===== src/rtl/ras_pkg.sv =====
package ras_pkg;
  // Operation applied to the storage in one cycle
  typedef enum logic [1:0] {
    ST_IDLE,
    ST_PUSH,
    ST_POP,
    ST_SWAP
  } stk_op_e;
endpackage


===== src/rtl/ras_irq_gate.sv =====
module ras_irq_gate (
  input  logic clk,
  input  logic rst,
  input  logic irq_req,
  input  logic stk_full,
  input  logic call_push,
  input  logic ret_pop,
  output logic grant,
  output logic irq_ack
);
  logic pend_q;

  // Grant only when there is room and the core does not use the stack this cycle
  assign grant = pend_q && !stk_full && !call_push && !ret_pop;

  always_ff @(posedge clk) begin
    if (rst) begin
      pend_q  <= 1'b0;
      irq_ack <= 1'b0;
    end else begin
      pend_q  <= irq_req || (pend_q && !grant);
      irq_ack <= grant;
    end
  end
endmodule


===== src/rtl/ras_store.sv =====
module ras_store #(
  parameter int DEPTH = 16,
  parameter int AW    = 13,
  localparam int IW   = (DEPTH > 1) ? $clog2(DEPTH) : 1,
  localparam int CW   = $clog2(DEPTH + 1)
) (
  input  logic          clk,
  input  logic          rst,
  input  logic          push_en,
  input  logic          pop_en,
  input  logic [AW-1:0] push_addr,
  output logic [AW-1:0] pop_addr,
  output logic [CW-1:0] depth,
  output logic          full,
  output logic          empty
);
  import ras_pkg::*;

  logic [AW-1:0] mem [DEPTH];
  logic [IW-1:0] top_q, top_nxt, top_prv, wr_idx;
  logic [CW-1:0] cnt_q;
  logic [AW-1:0] rd_q;
  stk_op_e       op;
  logic          wr_en;

  assign empty = (cnt_q == '0);
  assign full  = (cnt_q == CW'(DEPTH));
  assign depth = cnt_q;

  // Circular indexing: an overflowing push simply overwrites the oldest slot
  assign top_nxt = (top_q == IW'(DEPTH - 1)) ? '0 : top_q + 1'b1;
  assign top_prv = (top_q == '0) ? IW'(DEPTH - 1) : top_q - 1'b1;

  always_comb begin
    unique case ({push_en, pop_en})
      2'b10:   op = ST_PUSH;
      2'b01:   op = empty ? ST_IDLE : ST_POP;
      2'b11:   op = empty ? ST_PUSH : ST_SWAP;
      default: op = ST_IDLE;
    endcase
  end

  assign wr_en  = (op == ST_PUSH) || (op == ST_SWAP);
  assign wr_idx = (op == ST_PUSH) ? top_nxt : top_q;

  // Storage array: write port and registered read port, no reset
  always_ff @(posedge clk) begin
    if (wr_en) mem[wr_idx] <= push_addr;
  end

  always_ff @(posedge clk) begin
    if (rst) begin
      rd_q <= '0;
    end else if ((op == ST_POP) || (op == ST_SWAP)) begin
      rd_q <= mem[top_q];
    end
  end

  assign pop_addr = rd_q;

  always_ff @(posedge clk) begin
    if (rst) begin
      top_q <= '0;
      cnt_q <= '0;
    end else begin
      unique case (op)
        ST_PUSH: begin
          top_q <= top_nxt;
          if (!full) cnt_q <= cnt_q + 1'b1;
        end
        ST_POP: begin
          top_q <= top_prv;
          cnt_q <= cnt_q - 1'b1;
        end
        default: ;
      endcase
    end
  end
endmodule


===== src/rtl/ras_gate.sv =====
module ras_gate #(
  parameter int DEPTH = 16,
  parameter int AW    = 13
) (
  input  logic          clk,
  input  logic          rst,
  input  logic          call_push,
  input  logic          ret_pop,
  input  logic [AW-1:0] push_addr,
  input  logic          irq_req,
  output logic [AW-1:0] pop_addr,
  output logic          full,
  output logic          empty,
  output logic          irq_ack
);
  localparam int CW = $clog2(DEPTH + 1);

  logic          irq_grant;
  logic          push_en;
  logic [CW-1:0] store_depth;

  assign push_en = call_push || irq_grant;

  ras_irq_gate gate_i (
    .clk       (clk),
    .rst       (rst),
    .irq_req   (irq_req),
    .stk_full  (full),
    .call_push (call_push),
    .ret_pop   (ret_pop),
    .grant     (irq_grant),
    .irq_ack   (irq_ack)
  );

  ras_store #(.DEPTH(DEPTH), .AW(AW)) store_i (
    .clk       (clk),
    .rst       (rst),
    .push_en   (push_en),
    .pop_en    (ret_pop),
    .push_addr (push_addr),
    .pop_addr  (pop_addr),
    .depth     (store_depth),
    .full      (full),
    .empty     (empty)
  );
endmodule


===== config.mk =====
export PLATFORM = sky130hd
export DESIGN_NAME = ras_gate
export DESIGN_NICKNAME = d
export VERILOG_FILES = /design/src/rtl/ras_pkg.sv /design/src/rtl/ras_irq_gate.sv /design/src/rtl/ras_store.sv /design/src/rtl/ras_gate.sv
export SDC_FILE = /design/constraint.sdc
export NUM_CORES = 1
export LEC_CHECK = 0
export BUFFER_PORTS_ARGS = -buffer_cell sky130_fd_sc_hd__buf_2
export CAP_MARGIN = 20
export CORE_MARGIN = 4
export CORE_UTILIZATION = 50
export CTS_CLUSTER_SIZE = 25
export DETAILED_ROUTE_END_ITERATION = 8
export PLACE_DENSITY = 0.78
export SLEW_MARGIN = 20
export SYNTH_ARGS = -nofsm -noshare
export SYNTH_HDL_FRONTEND = slang
export SYNTH_SLANG_ARGS = --single-unit

===== constraint.sdc =====
create_clock -name clk -period 7.95 [get_ports clk]
set_clock_uncertainty 0.15 [all_clocks]
set_input_delay 1.59 -clock clk [delete_from_list [all_inputs] [get_ports clk]]
set_output_delay 1.59 -clock clk [all_outputs]
set_load 0.01 [all_outputs]

==> run_results.csv, run 1 <==
group,metric,value,unit
run_status,run_status,"completed",
worst_setup_path,critical_path.most_common_cell,"inv_1",
cells_and_area,num-fill-cells,1365,
synth,synth_edf_count,208,
power,clock_power_share,0.300,
timing,drv_slew,0,
cells_and_area,layoutNonFillerInstCount,821,
timing,timing_worst_slew_pin_value,0.854,ns
clock_network,numCtsBuffers,23,
synth,avgSynthCellArea,18.1,sq um
timing,grt_setup_unrepaired,"no",
synth,postSynth.topFlopCell,"edfxtp_1",
cells_and_area,antenna-diode-count,0,
place,post_dp_cell_area,9860,sq um
synth,async_flop_share,0,
synth,synth_largest_type_area_fraction,0.661,
die,start_util,0.507,
worst_setup_path,worst-endpoint-arrival,4.21,ns
cells_and_area,drive_gt1_frac,0.187,
synth,post_synth_num_cell_types,48,
global_routing,grt_first_pass_wirelength,30.9,mm
routing,route.antenna.remaining_nets,0,
timing,finalCriticalPeriod,4.17,ns
routing,detail_route.first_pass.iterations,5,
clock_network,clockBufferDepth,3,
timing,final_setup_violations,0,
global_routing,antenna_found_initial,0,
timing,totalNegativeSetupSlack,0,ns
clock_network,clk-insertion-delay-late,0.50,ns
timing,timing_hold_violations_final,0,
power,cell_internal_pwr,2.52,mW
clock_network,holdBufCountCts,0,
place,gpl.final_weighted_congestion,0.897,
power,power.share.switching,0.298,
die,die_w,145,um
power,total_switching_power,1.07,mW
routing,vias,5046,
worst_setup_path,crit_chain,"buf_2 -> a21oi_1 -> a21oi_2 -> inv_1 -> ha_1 -> mux2i_1 -> inv_1 -> or3_1 -> nor2_1 -> buf_4",
clock_network,clock_tree_from_tritoncts,"yes",
synth,synth.yosys.seq_area_share,0.712,
worst_setup_path,worst_setup_path_start_kind,"primary input",
power,vdd.ir_drop.worst,0.194,mV
place,dpl.cell_count,779,
worst_setup_path,criticalPathCategory,"in2reg",
synth,yosysWarnings,0,
place,post_detail_place_hpwl,12.3,mm
global_routing,first_global_vias,5211,
clock_network,cts_root_buf,"clkbuf_16",
synth,synth_area_leaders,"edfxtp_1 (66%), mux4_1 (7.5%), dfxtp_1 (5.1%)",
worst_setup_path,crit_slowest_cell,"or3_1",
routing,routed_wirelength,20.0,mm
die,count_of_standard_cell_rows,50,
global_routing,grt_max_degree,49,
power,p_leak,3.52,nW
synth,syn-instance-count,521,
power,combinationalPowerShare,0.256,
worst_setup_path,worst-endpoint-required,8.00,ns
die,die_area,21200,sq um
power,power.sequential.fraction,0.444,
die,floorplan.core_area,18600,sq um
synth,post_synth_instance_area,9450,sq um
power,cellPowerDensity,338,nW/um^2
clock_network,clk_pin_slew,0.06,ns
clock_network,ctsResizeCount,0,
routing,drt_iter0_markers,503,
cells_and_area,multi_input_comb_area,2500,sq um
cells_and_area,fin_area,10600,sq um
global_routing,gr-usage-all-layers,0.188,
worst_setup_path,cp-end-kind,"flop",
worst_setup_path,critical_path.max_fanout,10,
clock_network,htree_num_levels,1,
worst_setup_path,slowest_delay,0.42,ns
routing,drt_drc_violations_left,0,
routing,routed_wirelength_normalized_by_instance_count,24.4,um
synth,total_nets_after_synthesis,549,
die,chipHeight,145,um
timing,hold_ws,0.340,ns
synth,yosys_register_bits,232,
timing,clock.fmax,0.240,GHz
hold_path,path_class_of_the_lowest_slack_min_delay_path,"reg2reg",
clock_network,post_cts.repair.setup_buffers,0,
cells_and_area,layout.nets,598,
place,portBuffers,33,
clock_network,numClockSinks,232,
timing,relSlewSlack,0.431,
timing,period_share,0.524,
cells_and_area,syn2layout_area_growth,12.6,%
routing,post_drt_via_cell_ratio,6.15,
synth,synth_top_area_cell,"edfxtp_1",
job,drv.max_cap_violation_count,0,
die,boundaryPins,34,
cells_and_area,seqCellArea,6730,sq um
global_routing,globalRoute.totalOverflow,0,
[critical path: cells and delay by family]
family	cells	cell delay [ns]
mux	1	0.40
simple gates	2	0.81
buf+inv	4	0.66
fa+ha+maj	1	0.39
compound gates	2	0.34
[final cells by class]
type	instances	share of cell area
Clock buffer	31	0.0607
Clock inverter	11	0.0109
Inverter	12	0.00423
Multi-Input combinational cell	250	0.235
Sequential cell	232	0.633
Tap cell	234	0.0275
Timing Repair Buffer	51	0.0286
[final timing paths]
kind | from | endpoint | slack (ns) | cells after the start
max | ret_pop | store_i.mem[4][0] | 3.78 | 10
min | store_i.pop_addr[1] | store_i.pop_addr[1] | 0.34 | 2
max reg2reg | store_i.depth[0] | store_i.mem[6][2] | 4.05 | 10
min reg2reg | store_i.pop_addr[1] | store_i.pop_addr[1] | 0.34 | 2
[cells in the final DEF, fill, tap and decap left out, types with 3 or more instances in the layout]
cell       instances
nand3_1            4
nor2_2             3
mux4_1            27
buf_2             33
a22oi_1            8
clkinv_4           3
mux4_2            12
o21ai_0           17
or3_1              3
a21oi_1           17
buf_4             17
ha_1               9
nand2_1           10
a211oi_1           3
edfxtp_1         208
mux2i_1           42
nor2b_1            7
dfxtp_1           22
clkbuf_1           4
a32oi_1           14
nor2_1            28
clkbuf_16         23
inv_1             12
clkbuf_8           4
nand2b_1          15
clkinv_1           3
xnor2_1            3
[sequential cells by signal, summed over array words and instances (netlist names)]
register and cells:
store_i.top_q 4, store_i.pop_addr 13, store_i.mem 208, gate_i.pend_q 1, store_i.depth 5, gate_i.irq_ack 1
[power groups by stage]
stage / combinational, mW / clock, mW / sequential (mW)
floorplan: 0.710 / 0 / 1.58
detailed placement: 0.910 / 0 / 1.62
CTS: 0.917 / 1.09 / 1.59
finish: 0.921 / 1.08 / 1.59
global placement: 0.871 / 0 / 1.61
global route: 0.992 / 1.15 / 1.61
[cell families after synthesis]
family | share of synthesized area
flip-flops | 0.712
buffers and inverters | 0.0262
adder cells (fa/ha/maj) | 0.0140
AO/OA/AOI/OAI | 0.0530
XOR/XNOR | 0.00371
multiplexers | 0.148
AND/OR/NAND/NOR | 0.0427
[cell usage after synthesis (2+ instances only)]
master      n
a211oi_1    3
a21oi_1    17
a22oi_1     8
a311oi_1    2
a32oi_1    14
buf_12      2
buf_2      10
buf_4       2
buf_6       5
clkbuf_1    7
dfxtp_1    24
edfxtp_1  208
ha_1        9
inv_1      12
mux2i_1    42
mux4_1     27
mux4_2     12
nand2_1    10
nand2b_1   15
nand3_1     4
nor2_1     31
nor2b_1     7
nor3_1      3
nor4_1      2
o21ai_0    17
o21ai_1     2
or3_1       3
xnor2_1     3
[stage by stage]
step	power, mW	setup slack (ns)	util
5_1_grt	3.75	3.59	0.571
6_report	3.59	3.78	0.571
3_5_place_dp	2.53	3.06	0.529
4_1_cts	3.60	3.54	0.570
3_3_place_gp	2.48	3.21	0.528
2_1_floorplan	2.29	3.29	-
[metal layers]
layer	routed length [um]	vias to the layer above	share of wire	global-route usage
met5	0	-	0	0
met4	636	0	0.032	0.0708
met3	1350	56	0.067	0.0280
met2	9860	211	0.49	0.308
met1	8150	2572	0.41	0.258
li1	-	2207	-	-
No activity file was read; power rests on OpenSTA's default activity.
==> run 2, diff against run 1 <==
PLACE_DENSITY = 0.8   (was 0.78)
clock period = 3.41 ns   (was 7.95 ns; I/O delays follow)
==> run 2 against run 1 <==
Net effect: hold slack lost 0.089 ns; critical path type is now reg2reg; largest power group unchanged; flip-flop and latch count is the same; critical endpoint is now store_i.mem[6][4]; total power grew 130%; first-iteration DRC count shrank 11%; utilization grew 0.30 points; worst setup slack lost 3.6 ns.
==> run_results.csv, run 2 (same netlist as run 1, synthesis figures left out) <==
group,metric,value,unit
run_status,run_status,"completed",
die,chipHeight,145,um
place,portBuffers,33,
routing,routed_wirelength_normalized_by_instance_count,22.4,um
routing,routed_wirelength,18.7,mm
worst_setup_path,reg2reg_slack,0.20,ns
clock_network,clk-insertion-delay-late,0.50,ns
place,gpl.final_weighted_congestion,0.817,
place,dpl.cell_count,795,
timing,drv_slew,0,
cells_and_area,layout_commonest_cell,"edfxtp_1",
cells_and_area,largest_register_ffs,208,
global_routing,globalRoute.totalOverflow,0,
power,vdd.ir_drop.worst,0.406,mV
timing,hold_ws,0.251,ns
cells_and_area,registers.top_by_ff_count,"store_i.mem",
die,die_w,145,um
timing,timing_hold_violations_final,0,
timing,final_setup_violations,0,
timing,pnr_worst_setup_slack,0.196,ns
timing,period_share,0.942,
die,count_of_standard_cell_rows,50,
clock_network,clock_tree_from_tritoncts,"yes",
global_routing,gr-usage-all-layers,0.176,
cells_and_area,antenna-diode-count,0,
clock_network,cts_root_buf,"clkbuf_16",
die,boundaryPins,34,
clock_network,clk_pin_slew,0.06,ns
worst_setup_path,critical_path.max_fanout,13,
die,die_area,21200,sq um
routing,vias,5020,
routing,drt_drc_violations_left,0,
timing,timing_worst_slew_pin_value,0.896,ns
cells_and_area,layoutNonFillerInstCount,837,
routing,post_drt_via_cell_ratio,6.00,
cells_and_area,num-fill-cells,1358,
global_routing,grt_first_pass_wirelength,29.4,mm
worst_setup_path,worst-endpoint-arrival,3.25,ns
clock_network,numClockSinks,232,
clock_network,htree_num_levels,1,
cells_and_area,post-route-util,0.573,
cells_and_area,drive_gt1_frac,0.199,
power,cellPowerDensity,774,nW/um^2
cells_and_area,most_used_cells_in_the_layout_excluding_fill_and_tap_cells,"edfxtp_1 (208), mux2i_1 (42), buf_4 (34), buf_2 (33), nor2_1 (31)",
clock_network,post_cts.repair.setup_buffers,0,
timing,finalCriticalPeriod,3.21,ns
cells_and_area,layout.nets,614,
clock_network,holdBufCountCts,0,
clock_network,numCtsBuffers,23,
global_routing,first_global_vias,5169,
die,start_util,0.507,
global_routing,grt_max_degree,46,
worst_setup_path,worst-endpoint-required,3.45,ns
routing,route.antenna.remaining_nets,0,
routing,detail_route.first_pass.iterations,6,
hold_path,path_class_of_the_lowest_slack_min_delay_path,"in2reg",
place,post_detail_place_hpwl,12.1,mm
place,post_dp_cell_area,9980,sq um
routing,drt_iter0_markers,448,
worst_setup_path,cp-end-kind,"flop",
power,p_leak,3.57,nW
cells_and_area,syn2layout_area_growth,13.2,%
die,floorplan.core_area,18600,sq um
job,drv.max_cap_violation_count,0,
global_routing,antenna_found_initial,0,
worst_setup_path,worst_setup_path_start_kind,"flop",
timing,clock.fmax,0.311,GHz
place,pre_cts_slack,0.149,ns
clock_network,ctsResizeCount,0,
cells_and_area,fin_area,10700,sq um
worst_setup_path,criticalPathCategory,"reg2reg",
timing,relSlewSlack,0.398,
clock_network,clockBufferDepth,3,
[run 2: cell types whose count changed in the layout (fill, tap and decap cells not counted), sizes merged]
cell / before / now
clkbuf: 31 / 38
bufinv: 2 / 0
buf: 51 / 67
clkinvlp: 0 / 1
clkinv: 8 / 2
[run 2: cell type report]
type	instances	area, sq um	share of cell area
Clock buffer	38	672	0.0628
Clock inverter	4	30.0	0.00281
Inverter	12	45.0	0.00421
Sequential cell	232	6730	0.630
Timing Repair Buffer	67	420	0.0393
Tap cell	234	293	0.0274
Multi-Input combinational cell	250	2500	0.234
[run 2: metal layers]
metal	track usage	vias to the layer above	wire length, um
met1	0.243	2558	7900
li1	-	2244	-
met3	0.0296	36	1150
met5	0	-	0
met4	0.0484	0	371
met2	0.294	182	9300
[run 2: worst max-delay path: stages, from the launching register on]
cell and delay (ns):
dfxtp_1 0.35, or4_1 0.55, nor2_1 0.16, nor2b_1 0.11
inv_1 0.07, ha_2 0.28, mux2i_1 0.12, buf_4 0.19
nor3_1 0.42, nor2b_1 0.22, buf_4 0.27
[run 2: where the power goes]
| group | internal [mW] | leakage [nW] | switching (mW) |
|---|---|---|---|
| combinational | 0.980 | 1.16 | 1.33 |
| clock | 1.35 | 0.338 | 0.972 |
| sequential | 3.49 | 2.08 | 0.157 |
[run 2: stage by stage]
step                setup TNS (ns)  power [mW]
global route              -0.00189        8.67
global placement                 0        5.88
finish                           0        8.28
CTS                              0        8.32
floorplan                   -10.73        5.33
detailed placement               0        5.99
[run 2: worst paths after layout]
| kind | startpoint | end | depth (start not counted) |
|---|---|---|---|
| worst max-delay path | store_i.depth[0] | store_i.mem[6][4] | 10 |
| worst min-delay path | irq_req | gate_i.pend_q | 3 |
| worst max register to register | store_i.depth[0] | store_i.mem[6][4] | 10 |
| worst min register to register | store_i.pop_addr[4] | store_i.pop_addr[4] | 2 |
==> run 3, diff against run 2 <==
PLACE_DENSITY = 0.77   (was 0.8)
==> run 3 against run 2 <==
Net effect: combinational power barely moved; highest routed layer unchanged; clock power rose by 3%; critical path depth did not move; largest cell class unchanged; utilization rose by 0.16 points; first-iteration DRC count rose by 11%; final cell count fell by 0.24%; critical path type unchanged.
==> run_results.csv, run 3 (same netlist as run 1, synthesis figures left out) <==
group,metric,value,unit
place,post_detail_place_hpwl,12.1,mm
cells_and_area,syn2layout_area_growth,13.5,%
worst_setup_path,worst_setup_path_start_kind,"flop",
clock_network,clockBufferDepth,3,
timing,timing_worst_slew_pin_value,0.722,ns
job,drv.max_cap_violation_count,0,
global_routing,first_global_vias,5207,
routing,routed_wirelength_normalized_by_instance_count,23.4,um
timing,final_setup_violations,0,
cells_and_area,registers.top_by_ff_count,"store_i.mem",
cells_and_area,layout_commonest_cell,"edfxtp_1",
clock_network,numCtsBuffers,23,
run_status,run_status,"completed",
clock_network,clk_pin_slew,0.06,ns
global_routing,grt_first_pass_wirelength,30.0,mm
die,chipHeight,145,um
cells_and_area,layout.nets,614,
power,p_leak,3.58,nW
worst_setup_path,cp-end-kind,"flop",
die,floorplan.core_area,18600,sq um
timing,relSlewSlack,0.516,
die,die_w,145,um
global_routing,globalRoute.totalOverflow,0,
worst_setup_path,worst-endpoint-required,3.45,ns
clock_network,holdBufCountCts,0,
die,boundaryPins,34,
cells_and_area,fin_area,10700,sq um
routing,drt_drc_violations_left,0,
die,count_of_standard_cell_rows,50,
routing,post_drt_via_cell_ratio,6.04,
worst_setup_path,critical_path.max_fanout,13,
clock_network,clk-insertion-delay-late,0.50,ns
place,post_dp_cell_area,9990,sq um
timing,clock.fmax,0.309,GHz
timing,period_share,0.949,
hold_path,path_class_of_the_lowest_slack_min_delay_path,"in2reg",
place,pre_cts_slack,0.0712,ns
timing,pnr_worst_setup_slack,0.175,ns
worst_setup_path,criticalPathCategory,"reg2reg",
routing,routed_wirelength,19.5,mm
global_routing,antenna_found_initial,0,
clock_network,cts_root_buf,"clkbuf_16",
cells_and_area,antenna-diode-count,0,
cells_and_area,drive_gt1_frac,0.205,
worst_setup_path,reg2reg_slack,0.18,ns
power,cellPowerDensity,781,nW/um^2
routing,drt_iter0_markers,499,
routing,route.antenna.remaining_nets,0,
die,die_area,21200,sq um
place,gpl.final_weighted_congestion,0.850,
global_routing,gr-usage-all-layers,0.183,
power,vdd.ir_drop.worst,0.414,mV
routing,detail_route.first_pass.iterations,5,
worst_setup_path,worst-endpoint-arrival,3.28,ns
global_routing,grt_max_degree,43,
cells_and_area,largest_register_ffs,208,
clock_network,numClockSinks,232,
timing,finalCriticalPeriod,3.23,ns
die,start_util,0.507,
clock_network,clock_tree_from_tritoncts,"yes",
timing,timing_hold_violations_final,0,
cells_and_area,num-fill-cells,1353,
clock_network,htree_num_levels,1,
place,portBuffers,33,
timing,drv_slew,0,
cells_and_area,most_used_cells_in_the_layout_excluding_fill_and_tap_cells,"edfxtp_1 (208), mux2i_1 (42), buf_2 (33), buf_4 (33), nor2_1 (31)",
routing,vias,5041,
## run 3: cell types whose count changed in the layout (fill, tap and decap cells not counted), moves of 2 or more
cell and delta:
bufinv_16 +2, clkbuf_1 -7, clkbuf_8 -4, clkinv_1 +3
clkinv_2 +3
## run 3: final cells by class
type	instances	area, sq um	area share
flip-flops and latches	232	6730	0.628
multi-input cells	250	2500	0.234
clock buffers	27	591	0.0551
repair buffers	67	433	0.0404
well taps	234	293	0.0273
clock inverters	13	124	0.0116
inverters	12	45.0	0.00420
## run 3: path summary, 6_finish.rpt
| check | endpoint | start | cells past startpoint |
|---|---|---|---|
| min reg2reg | store_i.pop_addr[11] | store_i.pop_addr[11] | 2 |
| max reg2reg | store_i.mem[4][10] | store_i.depth[0] | 10 |
| min | gate_i.pend_q | irq_req | 3 |
| max | store_i.mem[4][10] | store_i.depth[0] | 10 |
## run 3: worst max-delay path: stages (launching register included)
cell	delay (ns)
dfxtp_1	0.36
or4_1	0.55
nor2_1	0.16
nor2b_1	0.11
inv_1	0.07
ha_2	0.28
mux2i_1	0.29
inv_1	0.08
or3_1	0.46
nor2_1	0.17
buf_4	0.24
## run 3: repair_timing
item,CTS,global route
gates resized for setup,0,2
buffers inserted,0,1
setup endpoints to repair,0,196
## run 3: routing by layer
layer  vias up  global-route usage  part of all wire
met2       193               0.303              0.50
met3        33              0.0374             0.069
met1      2578               0.245              0.41
met5         -                   0                 0
met4         0              0.0646             0.025
li1       2237                   -                 -
## run 3: where the power goes
group,switching (mW),leakage (nW),internal [mW]
Sequential,0.189,2.08,3.49
Clock,1.01,0.346,1.39
Combinational,1.31,1.16,0.976
## run 3: per-stage QoR
step | instances | hold WS (ns) | power (mW) | setup TNS [ns] | util
2_1_floorplan | 521 | 0.331 | 5.33 | -10.73 | -
3_3_place_gp | 794 | 0.311 | 5.89 | 0 | 0.536
3_5_place_dp | 794 | 0.317 | 5.98 | 0 | 0.536
4_1_cts | 834 | 0.224 | 8.39 | 0 | 0.574
5_1_grt | 835 | 0.262 | 8.73 | -0.141 | 0.575
6_report | 835 | 0.244 | 8.37 | 0 | 0.575
